**config.mk**
```make
export PLATFORM = sky130hd
export DESIGN_NAME = acc_cpu
export DESIGN_NICKNAME = d
export VERILOG_FILES = /design/src/rtl/acc_cpu_pkg.sv /design/src/rtl/acc_cpu_ctrl.sv /design/src/rtl/acc_cpu_addr_path.sv /design/src/rtl/acc_cpu_data_path.sv /design/src/rtl/acc_cpu.sv
export SDC_FILE = /design/constraint.sdc
export NUM_CORES = 1
export LEC_CHECK = 0
export ABC_AREA = 1
export BUFFER_PORTS_ARGS = -buffer_cell sky130_fd_sc_hd__buf_4
export CORE_MARGIN = 4
export CORE_UTILIZATION = 35
export DETAILED_ROUTE_END_ITERATION = 12
export GPL_ROUTABILITY_DRIVEN = 0
export GPL_TIMING_DRIVEN = 0
export PLACE_DENSITY = 0.53
export SLEW_MARGIN = 30
export SYNTH_ARGS = -nofsm -noshare
export SYNTH_HDL_FRONTEND = slang
export SYNTH_HIERARCHICAL = 1
export SYNTH_SLANG_ARGS = --single-unit
```
**constraint.sdc**
```tcl
create_clock -name clk -period 3.65 [get_ports clk]
set_clock_uncertainty 0.15 [all_clocks]
set_input_delay 0 -clock clk [delete_from_list [all_inputs] [get_ports clk]]
set_output_delay 0 -clock clk [all_outputs]
set_load 0.1 [all_outputs]
```
**src/rtl/acc_cpu_pkg.sv**
```systemverilog
package acc_cpu_pkg;

    typedef enum logic [1:0] {
        OP_NOR   = 2'b00,
        OP_ADD   = 2'b01,
        OP_STORE = 2'b10,
        OP_JCC   = 2'b11
    } opcode_e;

    typedef enum logic [2:0] {
        ST_FETCH,
        ST_DECODE,
        ST_READ,
        ST_CAPTURE,
        ST_EXEC,
        ST_STORE,
        ST_BRANCH
    } state_e;

endpackage

```
**src/rtl/acc_cpu_ctrl.sv**
```systemverilog
module acc_cpu_ctrl
    import acc_cpu_pkg::*;
(
    input  logic    clk,
    input  logic    rst,
    input  logic [1:0] fetched_op,
    input  logic    carry,
    output opcode_e alu_op,
    output logic    ir_load,
    output logic    opnd_load,
    output logic    acc_load,
    output logic    pc_step,
    output logic    pc_jump,
    output logic    carry_clr,
    output logic    addr_sel,
    output logic    mem_we
);

    state_e  state_q, state_d;
    opcode_e op_q;

    // state register
    always_ff @(posedge clk) begin
        if (rst) begin
            state_q <= ST_FETCH;
        end else begin
            state_q <= state_d;
        end
    end

    // latched opcode
    always_ff @(posedge clk) begin
        if (rst) begin
            op_q <= OP_NOR;
        end else if (ir_load) begin
            op_q <= opcode_e'(fetched_op);
        end
    end

    assign alu_op = op_q;

    // next-state logic
    always_comb begin
        state_d = state_q;
        unique case (state_q)
            ST_FETCH:   state_d = ST_DECODE;
            ST_DECODE: begin
                unique case (opcode_e'(fetched_op))
                    OP_NOR, OP_ADD: state_d = ST_READ;
                    OP_STORE:       state_d = ST_STORE;
                    OP_JCC:         state_d = ST_BRANCH;
                    default:        state_d = ST_FETCH;
                endcase
            end
            ST_READ:    state_d = ST_CAPTURE;
            ST_CAPTURE: state_d = ST_EXEC;
            ST_EXEC, ST_STORE, ST_BRANCH: state_d = ST_FETCH;
            default:    state_d = ST_FETCH;
        endcase
    end

    // output decode
    always_comb begin
        ir_load   = 1'b0;
        opnd_load = 1'b0;
        acc_load  = 1'b0;
        pc_step   = 1'b0;
        pc_jump   = 1'b0;
        carry_clr = 1'b0;
        addr_sel  = 1'b0;
        mem_we    = 1'b0;
        unique case (state_q)
            ST_FETCH:   addr_sel  = 1'b0;
            ST_DECODE:  ir_load   = 1'b1;
            ST_READ:    addr_sel  = 1'b1;
            ST_CAPTURE: opnd_load = 1'b1;
            ST_EXEC: begin
                acc_load = 1'b1;
                pc_step  = 1'b1;
            end
            ST_STORE: begin
                addr_sel = 1'b1;
                mem_we   = 1'b1;
                pc_step  = 1'b1;
            end
            ST_BRANCH: begin
                if (carry) begin
                    carry_clr = 1'b1;
                    pc_step   = 1'b1;
                end else begin
                    pc_jump = 1'b1;
                end
            end
            default: addr_sel = 1'b0;
        endcase
    end

    a_r9_we_single_cycle: assert property (@(posedge clk) disable iff (rst)
        mem_we |=> !mem_we);

    a_r8_done_to_fetch: assert property (@(posedge clk) disable iff (rst)
        (state_q == ST_EXEC || state_q == ST_STORE || state_q == ST_BRANCH)
        |=> (state_q == ST_FETCH));

    a_r10_exec_after_capture: assert property (@(posedge clk) disable iff (rst)
        (state_q == ST_EXEC) |-> ($past(state_q) == ST_CAPTURE));

    a_r8_decode_after_fetch: assert property (@(posedge clk) disable iff (rst)
        (state_q == ST_FETCH) |=> (state_q == ST_DECODE));

endmodule

```
**src/rtl/acc_cpu_addr_path.sv**
```systemverilog
module acc_cpu_addr_path #(
    parameter int ADDR_W = 6
) (
    input  logic              clk,
    input  logic              rst,
    input  logic [ADDR_W-1:0] fetched_addr,
    input  logic              ir_load,
    input  logic              pc_step,
    input  logic              pc_jump,
    input  logic              addr_sel,
    output logic [ADDR_W-1:0] op_addr,
    output logic [ADDR_W-1:0] mem_addr
);

    logic [ADDR_W-1:0] pc_q;
    logic [ADDR_W-1:0] op_addr_q;

    // program counter: wraps modulo 2^ADDR_W
    always_ff @(posedge clk) begin
        if (rst) begin
            pc_q <= '0;
        end else if (pc_jump) begin
            pc_q <= op_addr_q;
        end else if (pc_step) begin
            pc_q <= pc_q + 1'b1;
        end
    end

    // operand address field
    always_ff @(posedge clk) begin
        if (rst) begin
            op_addr_q <= '0;
        end else if (ir_load) begin
            op_addr_q <= fetched_addr;
        end
    end

    assign op_addr  = op_addr_q;
    assign mem_addr = addr_sel ? op_addr_q : pc_q;

    a_r7_pc_hold: assert property (@(posedge clk) disable iff (rst)
        !(pc_step || pc_jump) |=> $stable(pc_q));

    a_r6_jump_target: assert property (@(posedge clk) disable iff (rst)
        pc_jump |=> (pc_q == $past(op_addr_q)));

    a_r7_pc_increment: assert property (@(posedge clk) disable iff (rst)
        (pc_step && !pc_jump) |=> (pc_q == $past(pc_q) + 1'b1));

endmodule

```
**src/rtl/acc_cpu_data_path.sv**
```systemverilog
module acc_cpu_data_path
    import acc_cpu_pkg::*;
#(
    parameter int DATA_W = 8
) (
    input  logic              clk,
    input  logic              rst,
    input  logic [DATA_W-1:0] rdata,
    input  logic              opnd_load,
    input  logic              acc_load,
    input  logic              carry_clr,
    input  opcode_e           alu_op,
    output logic [DATA_W-1:0] acc,
    output logic              carry
);

    logic [DATA_W-1:0] acc_q;
    logic [DATA_W-1:0] opnd_q;
    logic              carry_q;
    logic [DATA_W-1:0] nor_res;
    logic [DATA_W-1:0] sum_res;
    logic              sum_cout;

    // per-bit logic slices
    for (genvar g = 0; g < DATA_W; g++) begin : g_slice
        assign nor_res[g] = ~(acc_q[g] | opnd_q[g]);
    end

    assign {sum_cout, sum_res} = {1'b0, acc_q} + {1'b0, opnd_q};

    // operand holding register
    always_ff @(posedge clk) begin
        if (rst) begin
            opnd_q <= '0;
        end else if (opnd_load) begin
            opnd_q <= rdata;
        end
    end

    // accumulator and carry
    always_ff @(posedge clk) begin
        if (rst) begin
            acc_q   <= '0;
            carry_q <= 1'b0;
        end else if (acc_load) begin
            if (alu_op == OP_ADD) begin
                acc_q   <= sum_res;
                carry_q <= sum_cout;
            end else begin
                acc_q   <= nor_res;
            end
        end else if (carry_clr) begin
            carry_q <= 1'b0;
        end
    end

    assign acc   = acc_q;
    assign carry = carry_q;

    a_r10_acc_hold: assert property (@(posedge clk) disable iff (rst)
        !acc_load |=> $stable(acc_q));

    a_r10_operand_hold: assert property (@(posedge clk) disable iff (rst)
        !opnd_load |=> $stable(opnd_q));

    a_r6_carry_cleared: assert property (@(posedge clk) disable iff (rst)
        carry_clr |=> !carry_q);

    a_r3_nor_keeps_carry: assert property (@(posedge clk) disable iff (rst)
        (acc_load && alu_op == OP_NOR) |=> $stable(carry_q));

endmodule

```
**src/rtl/acc_cpu.sv**
```systemverilog
module acc_cpu
    import acc_cpu_pkg::*;
#(
    parameter int DATA_W = 8,
    parameter int ADDR_W = 6
) (
    input  logic              clk,
    input  logic              rst,
    output logic [ADDR_W-1:0] mem_addr,
    output logic [DATA_W-1:0] mem_wdata,
    input  logic [DATA_W-1:0] mem_rdata,
    output logic              mem_we
);

    localparam int OP_MSB = DATA_W - 1;
    localparam int OP_LSB = DATA_W - 2;

    opcode_e           alu_op;
    logic              ir_load, opnd_load, acc_load;
    logic              pc_step, pc_jump, carry_clr, addr_sel;
    logic              carry;
    logic [DATA_W-1:0] acc;
    logic [ADDR_W-1:0] op_addr;

    acc_cpu_ctrl u_ctrl (
        .clk        (clk),
        .rst        (rst),
        .fetched_op (mem_rdata[OP_MSB:OP_LSB]),
        .carry      (carry),
        .alu_op     (alu_op),
        .ir_load    (ir_load),
        .opnd_load  (opnd_load),
        .acc_load   (acc_load),
        .pc_step    (pc_step),
        .pc_jump    (pc_jump),
        .carry_clr  (carry_clr),
        .addr_sel   (addr_sel),
        .mem_we     (mem_we)
    );

    acc_cpu_addr_path #(.ADDR_W(ADDR_W)) u_addr (
        .clk          (clk),
        .rst          (rst),
        .fetched_addr (mem_rdata[ADDR_W-1:0]),
        .ir_load      (ir_load),
        .pc_step      (pc_step),
        .pc_jump      (pc_jump),
        .addr_sel     (addr_sel),
        .op_addr      (op_addr),
        .mem_addr     (mem_addr)
    );

    acc_cpu_data_path #(.DATA_W(DATA_W)) u_data (
        .clk       (clk),
        .rst       (rst),
        .rdata     (mem_rdata),
        .opnd_load (opnd_load),
        .acc_load  (acc_load),
        .carry_clr (carry_clr),
        .alu_op    (alu_op),
        .acc       (acc),
        .carry     (carry)
    );

    assign mem_wdata = acc;

    a_r5_store_keeps_state: assert property (@(posedge clk) disable iff (rst)
        mem_we |=> ($stable(acc) && $stable(carry)));

    a_r9_store_address: assert property (@(posedge clk) disable iff (rst)
        mem_we |-> (mem_addr == op_addr));

endmodule

```
# == Yosys cells after proc, flatten, opt, wreduce, memory -nomap -nowiden ==
# Cells that the tools add are included.
# classes
addsub,2
eq_ne,11
mux,19
n_bitwise,16
n_reduce_logical,8
# ops
cell,count
6-bit 2-to-1 mux,3
1-bit 2-to-1 mux,12
3-bit case mux with 4 select lines,1
8-bit by 8-bit adder with 9-bit output,1
"3-bit == test, second input constant",3
3-bit case mux with 3 select lines,1
8-bit 2-to-1 mux,1
1-bit inverter,8
1-bit OR,8
"6-bit by 1-bit adder with 6-bit output, second input constant",1
"3-bit by 2-bit == test with 1-bit output, second input constant",2
2-bit OR reduction,3
"2-bit by 1-bit == test with 1-bit output, second input constant",2
"2-bit == test, second input constant",2
2-bit nonzero test,2
"3-bit by 1-bit == test with 1-bit output, second input constant",1
3-bit zero test,1
2-bit zero test,1
"2-bit by 1-bit inequality test with 1-bit output, second input constant",1
1-bit case mux with 2 select lines,1
2-bit AND reduction,1
# totals
regBits,34
out_inout_bits,15

# == Longest topological paths before layout ==
# Gate-level depths: netlist (run 1).
# depth
ltp_word,5
ltp_mapped,12
ltp_nobuf,12

# == Modules after synthesis ==
# Netlist (run 1), hierarchy kept.
# modules_own_cells
module,n_inst,cells_each,area_per_inst_um2,seq_area_each_um2
acc_cpu_data_path,1,170,1196.1,340.3
acc_cpu_addr_path,1,85,624.3,240.2
acc_cpu_ctrl,1,39,265.3,100.1

# == Least setup slack after synthesis (run 1) ==
# OpenSTA, ideal clock, no wires.
# synth_timing
kind,flip-flop to output port
startpoint,register u_ctrl.state_q[0]
endpoint,output port mem_addr[0]
arrival_ns,2.905
t_required_ns,3.500
setup_slack_ns,0.595
path_stages_with_launch,7
cell_sequence,dfxtp_1 > buf_6 > inv_2 > nand3_1 > o21ai_2 > buf_2 > o21ai_0
# synth_via
elab_chain_cells,4
# synth_rtl
item,line,source
"start, declared",acc_cpu_ctrl.sv:19,"state_e state_q, state_d;"
"start signal, assigned",acc_cpu_ctrl.sv:27,state_q <= state_d;
3-bit by 2-bit == test with 1-bit output or 3-bit == test (tied branches),acc_cpu_ctrl.sv:72,unique case (state_q)
2-bit OR reduction (no source line) *,-,
1-bit 2-to-1 mux *,acc_cpu_ctrl.sv:72,
via addr_sel,acc_cpu.sv:20,"logic pc_step, pc_jump, carry_clr, addr_sel;"
6-bit 2-to-1 mux *,acc_cpu_addr_path.sv:39,assign mem_addr = addr_sel ? op_addr_q : pc_q;
"end, declared",acc_cpu.sv:9,"output logic [ADDR_W-1:0] mem_addr,"
# The timed path passes the listed nets; every way through them passes the cells marked *.

# == Final worst setup path (run 1) ==
# layout_timing
startpoint,register u_ctrl.state_q[2]
endpoint,output port mem_addr[2]
# The elaborated chain is that of the path after synthesis.

==> impl_metrics.yaml, run 1 <==
status:
  outcome: "finished, final reports clean"
yosys:
  synth_top_cell_by_area: "sky130_fd_sc_hd__dfxtp_1"
  largest_family_of_logic_cells_by_synthesized_area: "simple AND/OR/NAND/NOR gates"
  synthesis.instances: 294
  synth_area_per_cell_um2: 7.094
  synth_mux_area_share_pct: 1.620
  post_synth_main_area_contributors: "sky130_fd_sc_hd__dfxtp_1 33%, sky130_fd_sc_hd__nand2_1 10%, sky130_fd_sc_hd__ha_1 10%"
  synth-compound-area-share_pct: 17.10
  async_flop_share_pct: 0
  synth_flop_cell: "sky130_fd_sc_hd__dfxtp_1"
  synthesis.yosys.warnings: 6
  synth_sequential_area_ratio_pct: 32.63
  synth_adder_area_share_pct: 11.16
  synth.cell_area_um2: 2086
  yosys_register_bits: 34
  synthDominantCellAreaShare_pct: 32.63
  synth_edf_count: 0
  postSynthNetCount: 322
  yosys.area_share.simple_pct: 25.19
  synth_cell_type_count: 36
  synth_xor_area_share_pct: 1.260
power_and_ir_drop:
  cellLeakagePower_nw: 1.187
  power.density_cell_area_nw_per_um2: 381.7
  power.switching_fraction_pct: 35.18
  power.share.sequential_pct: 43.4
  power_frac_comb_pct: 26.1
  clock_power_share_pct: 30.5
  switching_power_uw: 342.1
  intPower_uw: 630.3
  peakVddDrop_mv: 0.1938
die:
  placeableCoreArea_um2: 5642
  fp-row-count: 27
  floorplan.io_pins: 25
  start_util_pct: 36.97
  die_width_um: 85.20
  die_area_um2: 7258
  chipHeight_um: 85.20
hold_path:
  holdCritPathClass: "flip-flop to flip-flop"
  holdCritStartpoint: "u_data/opnd_q[7]"
clock_tree:
  cts_inserted_buffers: 5
  cts_sinks: 34
  max-clock-path-buffers: 2
  cts.reportedPaths.clkPinSlew_ps: 70
  clock_tree.root_cell: "sky130_fd_sc_hd__clkbuf_8"
  number_of_h_tree_levels: 2
  clock_latency_ps: 280
  cts.repair.resized: 0
  tritoncts: "yes"
global_route:
  grt_max_degree: 16
  grt.met3_usage_pct: 3.592
  top_usage_layer: "met2"
  globalRouteTotalUtil_pct: 14.47
  grt-ovfl-total: 0
  gr-usage-met1_pct: 19.33
  grt_antenna_before_repair: 0
  grt_util_met2_pct: 23.59
  grt_first_pass_wirelength_mm: 8.500
  grt_pass1_vias: 1790
timing:
  maxSlewViolCount: 0
  timing_hold_violations_final: 0
  clock.fmax_ghz: 0.4787
  measured_slew_at_the_worst_slew_check_pin_ps: 320.0
  rsz0062_at_grt: "false"
  timing.final.crit_period_ps: 2089
  hold_slack_ps: 336.3
  setup_viol: 0
  max-slew-margin-rel_pct: 78.44
  finalCritPeriodShare_pct: 57.24
  finalSetupTns_ps: 0
layout:
  syn_to_final_growth_pct: 22.14
  final_layout_size_suffix_gt1_share_pct: 17.56
  most_common_library_cell_in_the_layout_ignoring_fill_and_taps: "sky130_fd_sc_hd__nand2_1"
  sequential_cell_area_um2: 680.7
  layout.filler_cells: 575
  most-common-layout-cells: "58 x sky130_fd_sc_hd__nand2_1, 43 x sky130_fd_sc_hd__inv_1, 34 x sky130_fd_sc_hd__dfxtp_1"
  area_used_by_multi_input_combinational_logic_um2: 1175
  nets: 363
  num_antenna_cells: 0
placement:
  hpwl_mm: 3.744
  placement.io_buffers: 24
drt:
  drt-wirelength-per-cell_um: 12.26
  drt_first_pass_iters: 4
  ant_nets: 0
  post-route-drc-count: 0
  route.detailed.vias_per_inst: 4.676
  drtIter0Drc: 51
  dr_total_vias: 1908
  wirelength_mm: 5.002
worst_setup_path:
  timing.critical_path.slowest_stage_cell: "sky130_fd_sc_hd__dfxtp_1"
  worstSetupPathType: "flip-flop to output port"
  path_cells: "inv_2, or2_4, o21ai_2, buf_2, mux2_2, buf_4"
  critical_path.max_stage_delay_ps: 430
  cp.arrival_ps: 1940
  critPathBufInv: 3
  cp.required_ps: 3500
  crit_path_start: "u_ctrl/state_q[2]"
  critical-path-top-delay-family: "buffers and inverters"
  critical_path.reg2reg.startpoint: "u_data/acc[0]"
  cp_max_fo: 9
  worst_setup_path_end_kind: "output port"
  launching_element_type_of_the_critical_path: "flip-flop"
job:
  max-cap-violations: 0
## final timing paths
check / cells past startpoint / slack (ps) / endpoint
setup reg to reg: 10 / 1760 / u_data/acc[4]
hold reg to reg: 2 / 340 / u_data/opnd_q[7]
hold / removal: 2 / 340 / u_data/opnd_q[7]
setup / recovery: 6 / 1560 / mem_addr[2]
## cells in the mapped netlist (2+ instances only)
cell,number
sky130_fd_sc_hd__nand2_1,58
sky130_fd_sc_hd__or2_4,2
sky130_fd_sc_hd__inv_1,43
sky130_fd_sc_hd__mux2_2,3
sky130_fd_sc_hd__nor2_1,26
sky130_fd_sc_hd__inv_2,6
sky130_fd_sc_hd__xor2_1,3
sky130_fd_sc_hd__a21oi_1,26
sky130_fd_sc_hd__dfxtp_1,34
sky130_fd_sc_hd__nand3_1,21
sky130_fd_sc_hd__ha_1,17
sky130_fd_sc_hd__buf_6,2
sky130_fd_sc_hd__a22oi_1,5
sky130_fd_sc_hd__o211ai_1,3
sky130_fd_sc_hd__o21ai_0,20
sky130_fd_sc_hd__buf_2,3
sky130_fd_sc_hd__nor2_2,3
## what timing repair did
item                                   CTS  global route
hold buffers                            10             0
setup buffers                            0             0
setup endpoints to repair                0             0
endpoints found under the hold margin   28             0
## tightest hold or removal path, cell delays in order (launching register included)
cell	delay (ps)
sky130_fd_sc_hd__dfxtp_1	320
sky130_fd_sc_hd__inv_1	70
sky130_fd_sc_hd__a21oi_1	60
## flip-flops by register name, summed over array words and instances, names as in the netlist
signal and flops:
u_addr/op_addr 6, u_ctrl/alu_op 2, u_data/acc 8, u_addr/pc_q 6, u_data/opnd_q 8, u_ctrl/state_q 3, u_data/carry 1
## per-layer routing
layer / up-vias / routed length (um)
met5: - / 0
met4: 0 / 25
met3: 2 / 166
met2: 25 / 2326
met1: 852 / 2483
li1: 1029 / -
## power groups by stage
stage	registers, mW	logic (mW)	clock network [mW]
after floorplan	0.466	0.147	0
after global placement	0.430	0.246	0
after detailed placement	0.431	0.246	0
after CTS	0.422	0.256	0.311
after global routing	0.426	0.281	0.326
final	0.422	0.254	0.297
## area by class of cell
class	count	share of cell area, %
multi-input combinational	204	46.12
clock inverter	1	0.1965
inverter	50	7.367
tap	72	3.536
clock buffer	7	3.389
sequential	34	26.72
timing repair buffer	34	11.00
buffer	6	1.670
## cells by family after synthesis
kind of cell	after synthesis
simple gates	119
compound gates	61
buf+inv	56
flops	34
fa+ha+maj	18
xor+xnor	3
mux	3
## through the flow
step	area (um^2)	utilization (%)	setup WS, ps	power [mW]	cells
after floorplan	2086	-	594.6	0.6133	294
after global placement	2356	41.76	1780	0.6760	390
after detailed placement	2356	41.76	1776	0.6767	390
after CTS	2547	45.15	1547	0.9884	408
after global routing	2547	45.15	1463	1.033	408
final	2547	45.15	1561	0.9724	408
(Power assumes the default switching activity.)
==> inputs of run 2 (changes only) <==
==> constraint.sdc (replaced) <==
create_clock -name clk -period 2.1 [get_ports clk]
set_clock_uncertainty 0.15 [all_clocks]
set_input_delay 0 -clock clk [delete_from_list [all_inputs] [get_ports clk]]
set_output_delay 0 -clock clk [all_outputs]
set_load 0.1 [all_outputs]
==> impl_metrics.yaml, run 2 (synthesis results as in run 1) <==
status:
  outcome: "finished, final reports clean"
layout:
  syn_to_final_growth_pct: 22.74
  most_common_library_cell_in_the_layout_ignoring_fill_and_taps: "sky130_fd_sc_hd__nand2_1"
  final_cells: 408
  final_layout_size_suffix_gt1_share_pct: 20.24
  nets: 363
  num_antenna_cells: 0
  most-common-layout-cells: "58 x sky130_fd_sc_hd__nand2_1, 43 x sky130_fd_sc_hd__inv_1, 26 x sky130_fd_sc_hd__a21oi_1, 26 x sky130_fd_sc_hd__nor2_1"
  utilization_pct: 45.38
die:
  chipHeight_um: 85.20
  floorplan.io_pins: 25
  placeableCoreArea_um2: 5642
  die_width_um: 85.20
  start_util_pct: 36.97
  fp-row-count: 27
  die_area_um2: 7258
global_route:
  globalRouteTotalUtil_pct: 15.00
  grt-ovfl-total: 0
  grt_antenna_before_repair: 0
  grt_max_degree: 16
  grt_pass1_vias: 1865
  grt_first_pass_wirelength_mm: 8.735
worst_setup_path:
  launching_element_type_of_the_critical_path: "flip-flop"
  critical-path-top-delay-family: "buffers and inverters"
  critPathBufInv: 3
  path_cells: "inv_2, or2_4, o21ai_2, buf_4, mux2_2, buf_4"
  timing.critical_path.slowest_stage_cell: "sky130_fd_sc_hd__dfxtp_2"
  cp_max_fo: 9
  cp.arrival_ps: 1820
  critical_path_s_most_frequent_cell: "sky130_fd_sc_hd__buf_4"
  worstSetupPathType: "flip-flop to output port"
  critical_path.max_stage_delay_ps: 380
  ff2ff_setup_slack_ps: 250
  worst_setup_path_end_kind: "output port"
  cp.required_ps: 1950
timing:
  hold_slack_ps: 336.2
  max-slew-margin-rel_pct: 79.75
  timing_hold_violations_final: 0
  timing.final.crit_period_ps: 1974
  rsz0062_at_grt: "false"
  clock.fmax_ghz: 0.5065
  maxSlewViolCount: 0
  measured_slew_at_the_worst_slew_check_pin_ps: 303.0
  setup_viol: 0
  finalCritPeriodShare_pct: 94.01
drt:
  drt-wirelength-per-cell_um: 12.06
  drtIter0Drc: 63
  post-route-drc-count: 0
  dr_total_vias: 1881
  route.detailed.vias_per_inst: 4.610
  drt_first_pass_iters: 4
  ant_nets: 0
  wirelength_mm: 4.919
clock_tree:
  number_of_h_tree_levels: 2
  cts.reportedPaths.clkPinSlew_ps: 70
  max-clock-path-buffers: 2
  cts_inserted_buffers: 5
  cts_sinks: 34
  clock_tree.root_cell: "sky130_fd_sc_hd__clkbuf_8"
  tritoncts: "yes"
  clock_latency_ps: 280
  cts_setup_buffers: 0
placement:
  placed_cells: 390
  hpwl_mm: 3.695
  placement.io_buffers: 24
hold_path:
  holdCritPathClass: "flip-flop to flip-flop"
power_and_ir_drop:
  peakVddDrop_mv: 0.3590
  post-layout-total-power_mw: 1.658
  power.density_cell_area_nw_per_um2: 647.7
  cellLeakagePower_nw: 1.188
job:
  max-cap-violations: 0
-- run 2: changes by cell type in the layout (fill, tap and decap cells not counted), sizes merged --
cell	before	now
clkbuf	8	9
clkinv	2	1
-- run 2: worst min-delay path, delay by kind of cell, from the launching register on --
kind	cells	cell delay, ps
AO/OA/AOI/OAI	1	60
flip-flops	1	310
buffers and inverters	1	70
-- run 2: path summary, 6_finish.rpt --
path,cells past startpoint,startpoint,to
setup / recovery,6,u_ctrl/state_q[2],mem_addr[2]
hold reg to reg,2,u_data/opnd_q[5],u_data/opnd_q[5]
hold / removal,2,u_data/opnd_q[5],u_data/opnd_q[5]
setup reg to reg,10,u_data/acc[0],u_data/acc[4]
-- run 2: power by group --
part / switching [mW] / internal (mW) / leakage, nW / total, mW
Sequential: 0.0404 / 0.695 / 0.281 / 0.735
Clock: 0.245 / 0.236 / 0.0395 / 0.481
Combinational: 0.302 / 0.139 / 0.867 / 0.442
-- run 2: area by class of cell --
class / count / area (um^2)
Fill cell: 607 / 3082
Inverter: 50 / 187.7
Sequential cell: 34 / 694.4
Buffer: 6 / 45.04
Multi-Input combinational cell: 204 / 1182
Clock buffer: 8 / 80.08
Tap cell: 72 / 90.09
Timing Repair Buffer: 34 / 280.3
-- run 2: timing repair --
action,4_1_cts,5_1_grt
setup endpoints to repair,1,3
hold buffers,10,0
gates resized for setup,1,1
hold endpoints to repair,28,0
-- run 2: per-stage QoR --
step                      instance area [um^2]  worst slack (ps)  TNS [ps]
after floorplan                           2106            -210.8    -210.8
final                                     2560             125.8         0
after detailed placement                  2376             265.1         0
after global routing                      2560             21.19         0
after CTS                                 2559             54.65         0
after global placement                    2376             278.1         0
-- run 2: metal layers --
metal / global-route usage (%) / share of wire, % / vias up
met3: 3.689 / 2.5 / 4
met1: 19.08 / 48 / 836
met5: 0 / 0 / -
li1: - / - / 1022
met2: 24.93 / 48 / 19
met4: 4.604 / 0.98 / 0
==> inputs of run 3 (changes only) <==
--- a/config.mk
+++ b/config.mk
@@ -6,13 +6,13 @@
 export NUM_CORES = 1
 export LEC_CHECK = 0
 export ABC_AREA = 1
-export BUFFER_PORTS_ARGS = -buffer_cell sky130_fd_sc_hd__buf_4
 export CORE_MARGIN = 4
 export CORE_UTILIZATION = 35
 export DETAILED_ROUTE_END_ITERATION = 12
+export DONT_BUFFER_PORTS = 1
 export GPL_ROUTABILITY_DRIVEN = 0
 export GPL_TIMING_DRIVEN = 0
-export PLACE_DENSITY = 0.53
+export PLACE_DENSITY = 0.49
 export SLEW_MARGIN = 30
 export SYNTH_ARGS = -nofsm -noshare
 export SYNTH_HDL_FRONTEND = slang
==> impl_metrics.yaml, run 3 (synthesis results as in run 1) <==
placement:
  post-place-ws_ps: -127.0
  hpwl_mm: 3.819
  placement.io_buffers: 0
  placed_cells: 366
timing:
  timing.final.crit_period_ps: 2021
  finalSetupTns_ps: 0
  finalCritPeriodShare_pct: 96.25
  clock.fmax_ghz: 0.4947
  measured_slew_at_the_worst_slew_check_pin_ps: 704.8
  maxSlewViolCount: 0
  final_critical_path_setup_slack_ps: 78.67
  setup_viol: 0
  rsz0062_at_grt: "true"
  timing_hold_violations_final: 0
  max-slew-margin-rel_pct: 52.83
layout:
  most-common-layout-cells: "56 x sky130_fd_sc_hd__nand2_1, 41 x sky130_fd_sc_hd__inv_1, 26 x sky130_fd_sc_hd__a21oi_1, 26 x sky130_fd_sc_hd__dfxtp_1, 25 x sky130_fd_sc_hd__nor2_1"
  most_common_library_cell_in_the_layout_ignoring_fill_and_taps: "sky130_fd_sc_hd__nand2_1"
  sequential_cell_area_um2: 708.2
  num_antenna_cells: 0
  area_used_by_multi_input_combinational_logic_um2: 1272
  utilization_pct: 44.91
  layout.filler_cells: 578
  final_cells: 384
  final_layout_size_suffix_gt1_share_pct: 18.91
  nets: 339
  syn_to_final_growth_pct: 21.48
worst_setup_path:
  launching_element_type_of_the_critical_path: "flip-flop"
  worst_setup_path_end_kind: "flip-flop"
  cp.arrival_ps: 2090
  cp_max_fo: 4
  worstSetupPathType: "flip-flop to flip-flop"
  cp.required_ps: 2170
clock_tree:
  number_of_h_tree_levels: 2
  clock_tree.root_cell: "sky130_fd_sc_hd__clkbuf_8"
  max-clock-path-buffers: 2
  clock_latency_ps: 300
  tritoncts: "yes"
  cts.reportedPaths.clkPinSlew_ps: 80
  cts_inserted_buffers: 5
  cts_sinks: 34
hold_path:
  holdCritPathClass: "input port to flip-flop"
status:
  outcome: "finished, final reports clean"
global_route:
  grt_antenna_before_repair: 0
  grt-ovfl-total: 0
  grt_pass1_vias: 1729
  grt_max_degree: 16
  grt_first_pass_wirelength_mm: 8.459
  globalRouteTotalUtil_pct: 14.66
drt:
  drtIter0Drc: 69
  ant_nets: 0
  post-route-drc-count: 0
  drt_first_pass_iters: 4
  drt-wirelength-per-cell_um: 13.18
  route.detailed.vias_per_inst: 4.719
  wirelength_mm: 5.062
  dr_total_vias: 1812
die:
  floorplan.io_pins: 25
  die_area_um2: 7258
  start_util_pct: 36.97
  fp-row-count: 27
  placeableCoreArea_um2: 5642
  chipHeight_um: 85.20
  die_width_um: 85.20
power_and_ir_drop:
  peakVddDrop_mv: 0.3130
  power.density_cell_area_nw_per_um2: 734.1
  cellLeakagePower_nw: 1.101
job:
  max-cap-violations: 0
-- run 3: cell types whose count changed in the layout (fill, tap and decap cells not counted), sizes merged --
cell and delta:
dlygate4sd3 -1, bufinv +1, clkbuf -2, clkinv +1, buf -23
-- run 3: final cells by class --
| cell class | instances | share of cell area (%) |
|---|---|---|
| multi-input combinational | 204 | 50.22 |
| sequential | 34 | 27.95 |
| inverter | 50 | 7.407 |
| timing repair buffer | 10 | 3.852 |
| clock buffer | 6 | 3.704 |
| tap | 72 | 3.556 |
| buffer | 6 | 1.778 |
| clock inverter | 2 | 1.531 |
-- run 3: through the flow --
step	hold WS (ps)	total power, mW	instance area [um^2]
after detailed placement	-82.28	1.149	2230
after floorplan	-88.35	1.070	2106
after CTS	285.7	1.871	2462
after global routing	310.3	1.958	2534
after global placement	-82.61	1.137	2196
final	290.1	1.860	2534
-- run 3: critical path, stage by stage, from the launching register on --
cell and delay, ps:
sky130_fd_sc_hd__dfxtp_4 560, sky130_fd_sc_hd__ha_4 190, sky130_fd_sc_hd__inv_2 30, sky130_fd_sc_hd__fa_2 320
sky130_fd_sc_hd__inv_2 60, sky130_fd_sc_hd__nand2_2 50, sky130_fd_sc_hd__nand2_2 70, sky130_fd_sc_hd__and2_4 140
sky130_fd_sc_hd__xor2_1 150, sky130_fd_sc_hd__nand2_1 70, sky130_fd_sc_hd__a21oi_1 140
-- run 3: report_power, final --
| part | internal, mW | switching [mW] | total (mW) |
|---|---|---|---|
| Sequential | 0.691 | 0.117 | 0.809 |
| Combinational | 0.117 | 0.236 | 0.353 |
| Clock | 0.428 | 0.271 | 0.699 |
| Total | 1.24 | 0.624 | 1.86 |
-- run 3: layer usage --
layer	routed length, um	vias up	track usage, %
met5	0	-	0
met1	2468	798	18.60
li1	-	987	-
met3	238	7	5.146
met2	2285	20	23.59
met4	69	0	3.885
-- run 3: path summary, 6_finish.rpt --
check	startpoint	slack [ps]	cells after the start	to
max reg2reg	u_data/acc[0]	80	10	u_data/acc[4]
min	mem_rdata[0]	290	3	u_addr/op_addr[0]
max	u_data/acc[0]	80	10	u_data/acc[4]
min reg2reg	u_data/opnd_q[4]	340	2	u_data/opnd_q[4]
-- run 3: repair_timing --
item | 4_1_cts | 5_1_grt
pin swaps | 0 | 5
endpoints found under the setup margin | 8 | 12
gates resized for setup | 4 | 18
hold buffers | 9 | 0
buffers inserted | 0 | 1
endpoints found under the hold margin | 34 | 0
